$ cat config.mk
export PLATFORM = sky130hd
export DESIGN_NAME = timer_tick_gen
export DESIGN_NICKNAME = d
export VERILOG_FILES = /design/src/rtl/tick_pkg.sv /design/src/rtl/tick_cfg_regs.sv /design/src/rtl/tick_prescaler.sv /design/src/rtl/tick_chan_sel.sv /design/src/rtl/timer_tick_gen.sv
export SDC_FILE = /design/constraint.sdc
export NUM_CORES = 1
export LEC_CHECK = 0
export BUFFER_PORTS_ARGS = -buffer_cell sky130_fd_sc_hd__buf_2
export CAP_MARGIN = 20
export CORE_ASPECT_RATIO = 0.6
export CORE_UTILIZATION = 46
export DETAILED_ROUTE_END_ITERATION = 12
export MAX_ROUTING_LAYER = met4
export PLACE_DENSITY_LB_ADDON = 0.25
export RECOVER_POWER = 25
export SYNTH_ARGS = -nofsm -noshare
export SYNTH_HDL_FRONTEND = slang
export SYNTH_SLANG_ARGS = --single-unit
export TNS_END_PERCENT = 100
$ cat constraint.sdc
create_clock -name clk -period 2.4 [get_ports clk]
set_input_delay 0.48 -clock clk [delete_from_list [all_inputs] [get_ports clk]]
set_output_delay 0.48 -clock clk [all_outputs]
set_load 0.1 [all_outputs]
$ cat src/rtl/tick_pkg.sv
package tick_pkg;
   localparam int NUM_GRP      = 2;
   localparam int DIV_CODE_MAX = 3;   // four power-of-two steps

   function automatic int grp_of(input int ch, input int grp0_ch);
      return (ch < grp0_ch) ? 0 : 1;
   endfunction
endpackage

$ cat src/rtl/tick_cfg_regs.sv
module tick_cfg_regs #(
   parameter int NUM_CH = 5,
   parameter int PRE_W  = 8,
   parameter int MUX_W  = 4,
   parameter int DATA_W = 32
) (
   input  logic                               clk,
   input  logic                               rst_n,
   input  logic                               we,
   input  logic                               addr,
   input  logic [DATA_W-1:0]                  wdata,
   output logic [DATA_W-1:0]                  rdata,
   output logic [tick_pkg::NUM_GRP-1:0][PRE_W-1:0] pre_val,
   output logic [NUM_CH-1:0][MUX_W-1:0]       mux_code
);
   localparam int W0_BITS = tick_pkg::NUM_GRP * PRE_W;
   localparam int W1_BITS = NUM_CH * MUX_W;

   if (W0_BITS > DATA_W) begin : g_bad_w0
      $error("prescaler fields do not fit in one word");
   end
   if (W1_BITS > DATA_W) begin : g_bad_w1
      $error("selector fields do not fit in one word");
   end

   logic unused_wdata;
   assign unused_wdata = ^wdata;

   always_ff @(posedge clk or negedge rst_n) begin
      if (!rst_n) begin
         pre_val  <= '0;
         mux_code <= '0;
      end else if (we) begin
         if (!addr) begin
            for (int g = 0; g < tick_pkg::NUM_GRP; g++)
               pre_val[g] <= wdata[g*PRE_W +: PRE_W];
         end else begin
            for (int c = 0; c < NUM_CH; c++)
               mux_code[c] <= wdata[c*MUX_W +: MUX_W];
         end
      end
   end

   always_comb begin
      rdata = '0;
      if (!addr) rdata[W0_BITS-1:0] = pre_val;
      else       rdata[W1_BITS-1:0] = mux_code;
   end
endmodule

$ cat src/rtl/tick_prescaler.sv
module tick_prescaler #(
   parameter int PRE_W = 8
) (
   input  logic             clk,
   input  logic             rst_n,
   input  logic [PRE_W-1:0] reload_val,
   output logic             strobe,
   output logic [PRE_W-1:0] cnt
);
   if (PRE_W < 1) begin : g_bad_w
      $error("prescaler width must be at least one");
   end

   assign strobe = (cnt == '0);

   // reload only at zero: a new value never cuts the running interval
   always_ff @(posedge clk or negedge rst_n) begin
      if (!rst_n)      cnt <= '0;
      else if (strobe) cnt <= reload_val;
      else             cnt <= cnt - PRE_W'(1);
   end
endmodule

$ cat src/rtl/tick_chan_sel.sv
module tick_chan_sel #(
   parameter int              MUX_W    = 4,
   parameter int              DIV_BASE = 0,
   parameter logic [(1<<MUX_W)-1:0] EXT_MASK = '0
) (
   input  logic             clk,
   input  logic             rst_n,
   input  logic             pre_stb,
   input  logic             ext_stb,
   input  logic [MUX_W-1:0] code,
   output logic             ext_sel,
   output logic             tick
);
   localparam int MAX_EXP = tick_pkg::DIV_CODE_MAX + DIV_BASE;
   localparam int CW      = MAX_EXP;

   logic [CW-1:0] dcnt;
   logic [1:0]    step;
   logic [2:0]    expo;
   logic [CW-1:0] low_mask;
   logic          div_hit;
   logic          tick_d;

   assign ext_sel  = EXT_MASK[code];
   assign step     = (code > MUX_W'(tick_pkg::DIV_CODE_MAX)) ? 2'd3 : code[1:0];
   assign expo     = 3'(step) + 3'(DIV_BASE);
   assign low_mask = CW'((32'd1 << expo) - 32'd1);
   assign div_hit  = &(dcnt | ~low_mask);
   assign tick_d   = ext_sel ? ext_stb : (pre_stb & div_hit);

   always_ff @(posedge clk or negedge rst_n) begin
      if (!rst_n) begin
         dcnt <= '0;
         tick <= 1'b0;
      end else begin
         if (pre_stb) dcnt <= dcnt + CW'(1);
         tick <= tick_d;
      end
   end
endmodule

$ cat src/rtl/timer_tick_gen.sv
module timer_tick_gen #(
   parameter int    NUM_CH   = 5,
   parameter int    GRP0_CH  = 2,
   parameter int    PRE_W    = 8,
   parameter int    MUX_W    = 4,
   parameter int    DATA_W   = 32,
   parameter int    DIV_BASE = 0,
   parameter logic [(1<<MUX_W)-1:0] EXT_MASK = 16'h00E0
) (
   input  logic              clk,
   input  logic              rst_n,
   input  logic              cfg_we,
   input  logic              cfg_addr,
   input  logic [DATA_W-1:0] cfg_wdata,
   output logic [DATA_W-1:0] cfg_rdata,
   input  logic [1:0]        ext_tick,
   output logic [NUM_CH-1:0] tick_en
);
   import tick_pkg::*;

   if (DIV_BASE != 0 && DIV_BASE != 1) begin : g_bad_base
      $error("DIV_BASE must be 0 or 1");
   end
   if (GRP0_CH < 1 || GRP0_CH >= NUM_CH) begin : g_bad_grp
      $error("GRP0_CH must leave both groups non-empty");
   end
   if (MUX_W < 2) begin : g_bad_mux
      $error("selector must be at least two bits");
   end

   logic [NUM_GRP-1:0][PRE_W-1:0] pre_val;
   logic [NUM_GRP-1:0][PRE_W-1:0] pre_cnt;
   logic [NUM_GRP-1:0]            pre_stb;
   logic [NUM_CH-1:0][MUX_W-1:0]  mux_code;
   logic [NUM_CH-1:0]             ext_sel;

   tick_cfg_regs #(
      .NUM_CH(NUM_CH), .PRE_W(PRE_W), .MUX_W(MUX_W), .DATA_W(DATA_W)
   ) u_cfg (
      .clk(clk), .rst_n(rst_n), .we(cfg_we), .addr(cfg_addr),
      .wdata(cfg_wdata), .rdata(cfg_rdata),
      .pre_val(pre_val), .mux_code(mux_code)
   );

   for (genvar g = 0; g < NUM_GRP; g++) begin : g_pre
      tick_prescaler #(.PRE_W(PRE_W)) u_pre (
         .clk(clk), .rst_n(rst_n), .reload_val(pre_val[g]),
         .strobe(pre_stb[g]), .cnt(pre_cnt[g])
      );
   end

   for (genvar c = 0; c < NUM_CH; c++) begin : g_ch
      localparam int GRP = grp_of(c, GRP0_CH);
      tick_chan_sel #(
         .MUX_W(MUX_W), .DIV_BASE(DIV_BASE), .EXT_MASK(EXT_MASK)
      ) u_sel (
         .clk(clk), .rst_n(rst_n),
         .pre_stb(pre_stb[GRP]), .ext_stb(ext_tick[GRP]),
         .code(mux_code[c]), .ext_sel(ext_sel[c]), .tick(tick_en[c])
      );
   end
endmodule

Word-level counts from Yosys, hierarchy flattened:

Memory sizes are Yosys's and may differ from the RTL's.
Index checks and enable logic that the tools add are counted.

* $add $sub $neg: 12
* magnitude comparators: 10
* shift operators: 5
* multiplexer cells: 19
* bitwise gates (word level): 16
* reductions and logical operators: 9

Operators by type and width (count)
* $lt A4 B5 Y1 const B: 5
* $gt A4 B2 Y1 const B: 5
* $logic_not A8 Y1: 2
* $mux W16: 1
* $mux W8: 2
* $sub A8 B1 Y8 const B: 2
* $add A3 B1 Y3 const B: 5
* $not A3 Y3: 5
* $or A3 B3 Y3: 5
* $reduce_and A3 Y1: 5
* $shl A1 B2 Y3 const A: 5
* $sub A3 B1 Y3 const B: 5
* $mux W1: 10
* $mux W2: 5
* $and A1 B1 Y1: 5
* $mux W4: 1
* $reduce_and A2 Y1: 2
* $not A1 Y1: 1

* bits in registers: 72
* bits in read-only memories: 80
* bits of input ports: 38
* output and inout bits: 37
* logic and storage cells: 95
* memories: 5

Memories
* (no name shown): words 16, width 1, rd ports 1, clocked after Yosys merged registers in 0, wr ports 0, line tick_chan_sel.sv:24 `assign ext_sel = EXT_MASK[code];`
* (no name shown): words 16, width 1, rd ports 1, clocked after Yosys merged registers in 0, wr ports 0, line tick_chan_sel.sv:24
* (no name shown): words 16, width 1, rd ports 1, clocked after Yosys merged registers in 0, wr ports 0, line tick_chan_sel.sv:24
* (no name shown): words 16, width 1, rd ports 1, clocked after Yosys merged registers in 0, wr ports 0, line tick_chan_sel.sv:24
* (no name shown): words 16, width 1, rd ports 1, clocked after Yosys merged registers in 0, wr ports 0, line tick_chan_sel.sv:24

Logic depth before layout (Yosys ltp):

* depth in word-level cells: 9
* gate-level depth with buffers: 9
* gate-level depth less buffers: 6

By module:

Synthesis repeated with hierarchy kept, for this count alone.

* cells, all modules: 319
* area total of the unflattened synthesis: 3713.6 um^2

Modules (own cells, without submodules)
* tick_cfg_regs: times used 1, cells an instance 113, area an instance 1695.4 um^2
* tick_chan_sel: times used 5, cells an instance 22, area an instance 214.0 um^2
* tick_prescaler: times used 2, cells an instance 48, area an instance 474.2 um^2

Worst setup path before layout:

Ideal clock, no wire load.

* path type: reg2reg
* from: reg g_pre[1].u_pre.cnt[0]
* to: reg g_pre[1].u_pre.cnt[2]
* library setup time: 0.119 ns
* data arrival time: 1.934 ns
* data required time: 2.281 ns
* setup slack: 0.347 ns
* cell stages (with the launch flop): 10
* buffers on the path: 3
* path through: dfrtp_1 inv_1 ha_1 or3b_1 buf_2 or4b_1 buf_2 buf_4 nor2_1 nor2_1

* longest elaborated chain between the ends: 2
* elaborated cells on any way between the ends: 3

RTL lines
* from (decl): line tick_prescaler.sv:8 `output logic [PRE_W-1:0] cnt`
* from (signal assigned): line tick_prescaler.sv:19 `else if (strobe) cnt <= reload_val;`
* from (signal assigned): line tick_prescaler.sv:20 `else cnt <= cnt - PRE_W'(1);`
* $sub A8 B1 Y8 / $logic_not A8 Y1 (equally long branches): line tick_prescaler.sv:20, tick_prescaler.sv:14
* $mux W8 (*): line tick_prescaler.sv:19

Every way passes the cells marked *; elsewhere a longest branch is shown, timed or not.
A chain may end at the register's enable or synchronous reset.

Worst setup path after layout:

* from: reg g_pre[1].u_pre.cnt[0]
* to: reg g_pre[1].u_pre.cnt[1]

Same word-level chain as after synthesis.

==> results.py <==
metrics = {
    "status": {
        "violations": "capacitance limit, slew limit",
        "status": "finished with violations",
    },
    "routing": {
        "via_per_inst": 5.02,
        "drc": 0,
        "first_pass_iters": 5,
        "via_count": 2419,
        "post_drt_wl_per_cell_um": 14.7,
        "routed.top_layer": "met4",
        "final_antenna_net_count": 0,
        "wl_met2_um": 2950,
        "wl_um": 7070,
        "wl_met1_um": 3690,
        "first_iter_violations": 126,
        "met3RoutedLength_um": 311,
    },
    "cells_and_area": {
        "stdcell_area_mm2": 0.00419,
        "drive_above_1_share_pct": 35.2,
        "finish.utilization_pct": 56.9,
        "num_antenna_cells": 0,
        "fin_cells": 482,
        "final_cell_mix": "dfrtp_1, mux2_2, buf_2, nor2_1, nand2_1",
        "layout_commonest_cell": "dfrtp_1",
        "synthToLayoutAreaGrowth_pct": 18.2,
        "nets": 418,
    },
    "sta": {
        "fin_crit_sh_pct": 93.5,
        "finalHoldViolations": 0,
        "tightest_slew_ps": 1760,
        "slew_headroom_pct": -17.0,
        "skew_ps": 6.80,
        "setup_viol": 0,
        "report.final.slew_viol_count": 73,
        "rsz0062_at_grt": "no",
        "finalCriticalPeriod_ps": 2240,
        "fmax_mhz": 446,
        "fin_tns_setup_ps": 0,
    },
    "worst_setup_path": {
        "r2r_start": "g_pre[1].u_pre.cnt[0]$_DFF_PN0_",
        "rr_worst_depth": 7,
        "worstSetupStartpoint": "g_pre[1].u_pre.cnt[0]$_DFF_PN0_",
        "end_kind": "register",
        "r2r-end": "g_pre[1].u_pre.cnt[1]$_DFF_PN0_",
        "critical_path_class": "register to register",
        "startpoint_type": "register",
        "cp.required_ps": 2610,
        "worst-endpoint-arrival_ps": 2450,
        "rrSetupSlack_ps": 160,
        "crit_fanout": 9,
    },
    "hold_path": {
        "hold_path.class": "primary input to register",
        "hold_start": "cfg_wdata[17]",
        "hold_path_depth": 2,
        "hold_end": "u_cfg.mux_code[17]$_DFFE_PN0P_",
    },
    "job": {
        "max-cap-violations": 1,
    },
    "yosys": {
        "avgSynthCellArea_um2": 11.1,
        "synth-seq-area-share_pct": 50.8,
        "syn_area_mm2": 0.00354,
        "ys_types": 38,
        "postSynthCellCount": 318,
        "synth_flop_cell": "dfrtp_1",
        "synth_edf_count": 0,
        "ys_ff_latch": 72,
        "synthArstFlopShare_pct": 100,
        "yosys_warnings": 0,
    },
    "pwr": {
        "p_per_area_mw_per_mm2": 1160,
        "max-vdd-ir-drop_mv": 0.597,
        "p_leak_nw": 1.90,
    },
    "floorplanning": {
        "io_pins": 75,
        "rows": 24,
        "die_w_um": 115,
        "fp.coreArea_mm2": 0.00736,
        "die_h_um": 70.0,
        "start_util_pct": 48.2,
        "dieArea_mm2": 0.00807,
    },
    "cts": {
        "cts.sink_count": 72,
        "clkTransAtPathRegs_ps": 50,
        "cts_setup_buffers": 0,
        "ctsHoldBuffers": 0,
        "clock-root-buffer": "clkbuf_16",
        "cts_made_buffers": 9,
        "ctsResizeCount": 0,
        "tritoncts": "done",
        "cts_htree_levels": 3,
        "cts_buffer_depth": 2,
        "worstSkewPairLatency_ps": 340,
    },
    "global_routing": {
        "grt_pass1_vias": 2343,
        "grt_max_degree": 73,
        "grt_use_total_pct": 20.0,
        "grt_first_pass_wirelength_um": 11700,
        "overflow": 0,
        "antenna_found_initial": 0,
    },
    "place": {
        "post_dp_cell_area_mm2": 0.00388,
        "place.gp.congestion": 0.793,
        "hpwlAfterDp_um": 4880,
        "dp_cells": 466,
        "port_buffers": 50,
    },
}
## critical path, cell delays in order, from the launching register on
cell and delay, ps:
dfrtp_1 400, inv_1 70, ha_1 180, or3b_1 380
or4b_1 680, buf_4 250, nor2_1 110, a21oi_1 50
## where the power goes
| part | switching, W | total [W] | internal (W) |
|---|---|---|---|
| Clock | 0.000486 | 0.00140 | 0.000916 |
| Sequential | 0.000358 | 0.00192 | 0.00156 |
| Combinational | 0.000991 | 0.00154 | 0.000546 |
## flip-flops by register name, indices dropped and copies added, names as in the netlist
register         flops
g_ch.u_sel.tick      5
u_cfg.pre_val       16
u_cfg.mux_code      20
g_pre.u_pre.cnt     16
g_ch.u_sel.dcnt     15
## kinds of logic (layout without fill, tap and decap cells)
logic type	after synthesis	after routing	synth area share (%)
AND/OR/NAND/NOR	96	96	12.8
flip-flops	72	72	50.8
multiplexers	54	54	17.1
AO/OA/AOI/OAI	40	40	7.35
buffers and inverters	32	81	5.37
XOR/XNOR	16	16	3.95
adder cells (fa/ha/maj)	7	7	2.47
other	1	12	0.106
## cell type report
type                            count  area, um^2
Tap cell                          104         130
Sequential cell                    72        1800
Multi-Input combinational cell    225        1590
Timing Repair Buffer               61         330
Inverter                            4        15.0
Clock inverter                      2        35.0
Fill cell                         649        3170
Clock buffer                       14         284
## how the worst max path moves through the flow
stage,end,slack (ps),depth (start not counted)
after floorplan,g_pre[1].u_pre.cnt[2]$_DFF_PN0_,350,9
after global placement,g_pre[1].u_pre.cnt[1]$_DFF_PN0_,210,7
after detailed placement,g_pre[1].u_pre.cnt[1]$_DFF_PN0_,180,7
after CTS,g_pre[1].u_pre.cnt[1]$_DFF_PN0_,140,7
after global routing,g_pre[1].u_pre.cnt[1]$_DFF_PN0_,20,7
final,g_pre[1].u_pre.cnt[1]$_DFF_PN0_,160,7
## Yosys cell counts (3+ instances only)
master    count  area share (%)
dfrtp_1      72              51
mux2_2       53              17
nor2_1       33             3.5
nand2_1      27             2.9
buf_4        18             3.8
xnor2_1      15             3.7
a21oi_1      10             1.4
o21ai_0      10             1.4
nor3_1        9             1.3
ha_1          7             2.5
clkbuf_1      6            0.64
nand3_1       6            0.85
a211oi_1      5             1.1
nand2b_1      5            0.88
and2_1        4            0.71
inv_1         4            0.42
a211o_1       3            0.74
nor2b_1       3            0.53
o21ai_2       3            0.74
o31ai_1       3            0.64
## layer usage
metal | vias to the layer above | global-route usage [%]
li1 | 1192 | -
met1 | 1147 | 28.2
met2 | 64 | 27.2
met3 | 16 | 5.99
met4 | 0 | 6.93
met5 | - | -
## metrics by stage
step	total power (W)	hold slack [ps]	setup slack, ps
2_1_floorplan	0.00316	184	347
3_3_place_gp	0.00341	467	213
3_5_place_dp	0.00345	472	183
4_1_cts	0.00490	183	137
5_1_grt	0.00515	380	24.8
6_report	0.00486	377	156
Note: power is estimated with default switching activity, not from simulation.
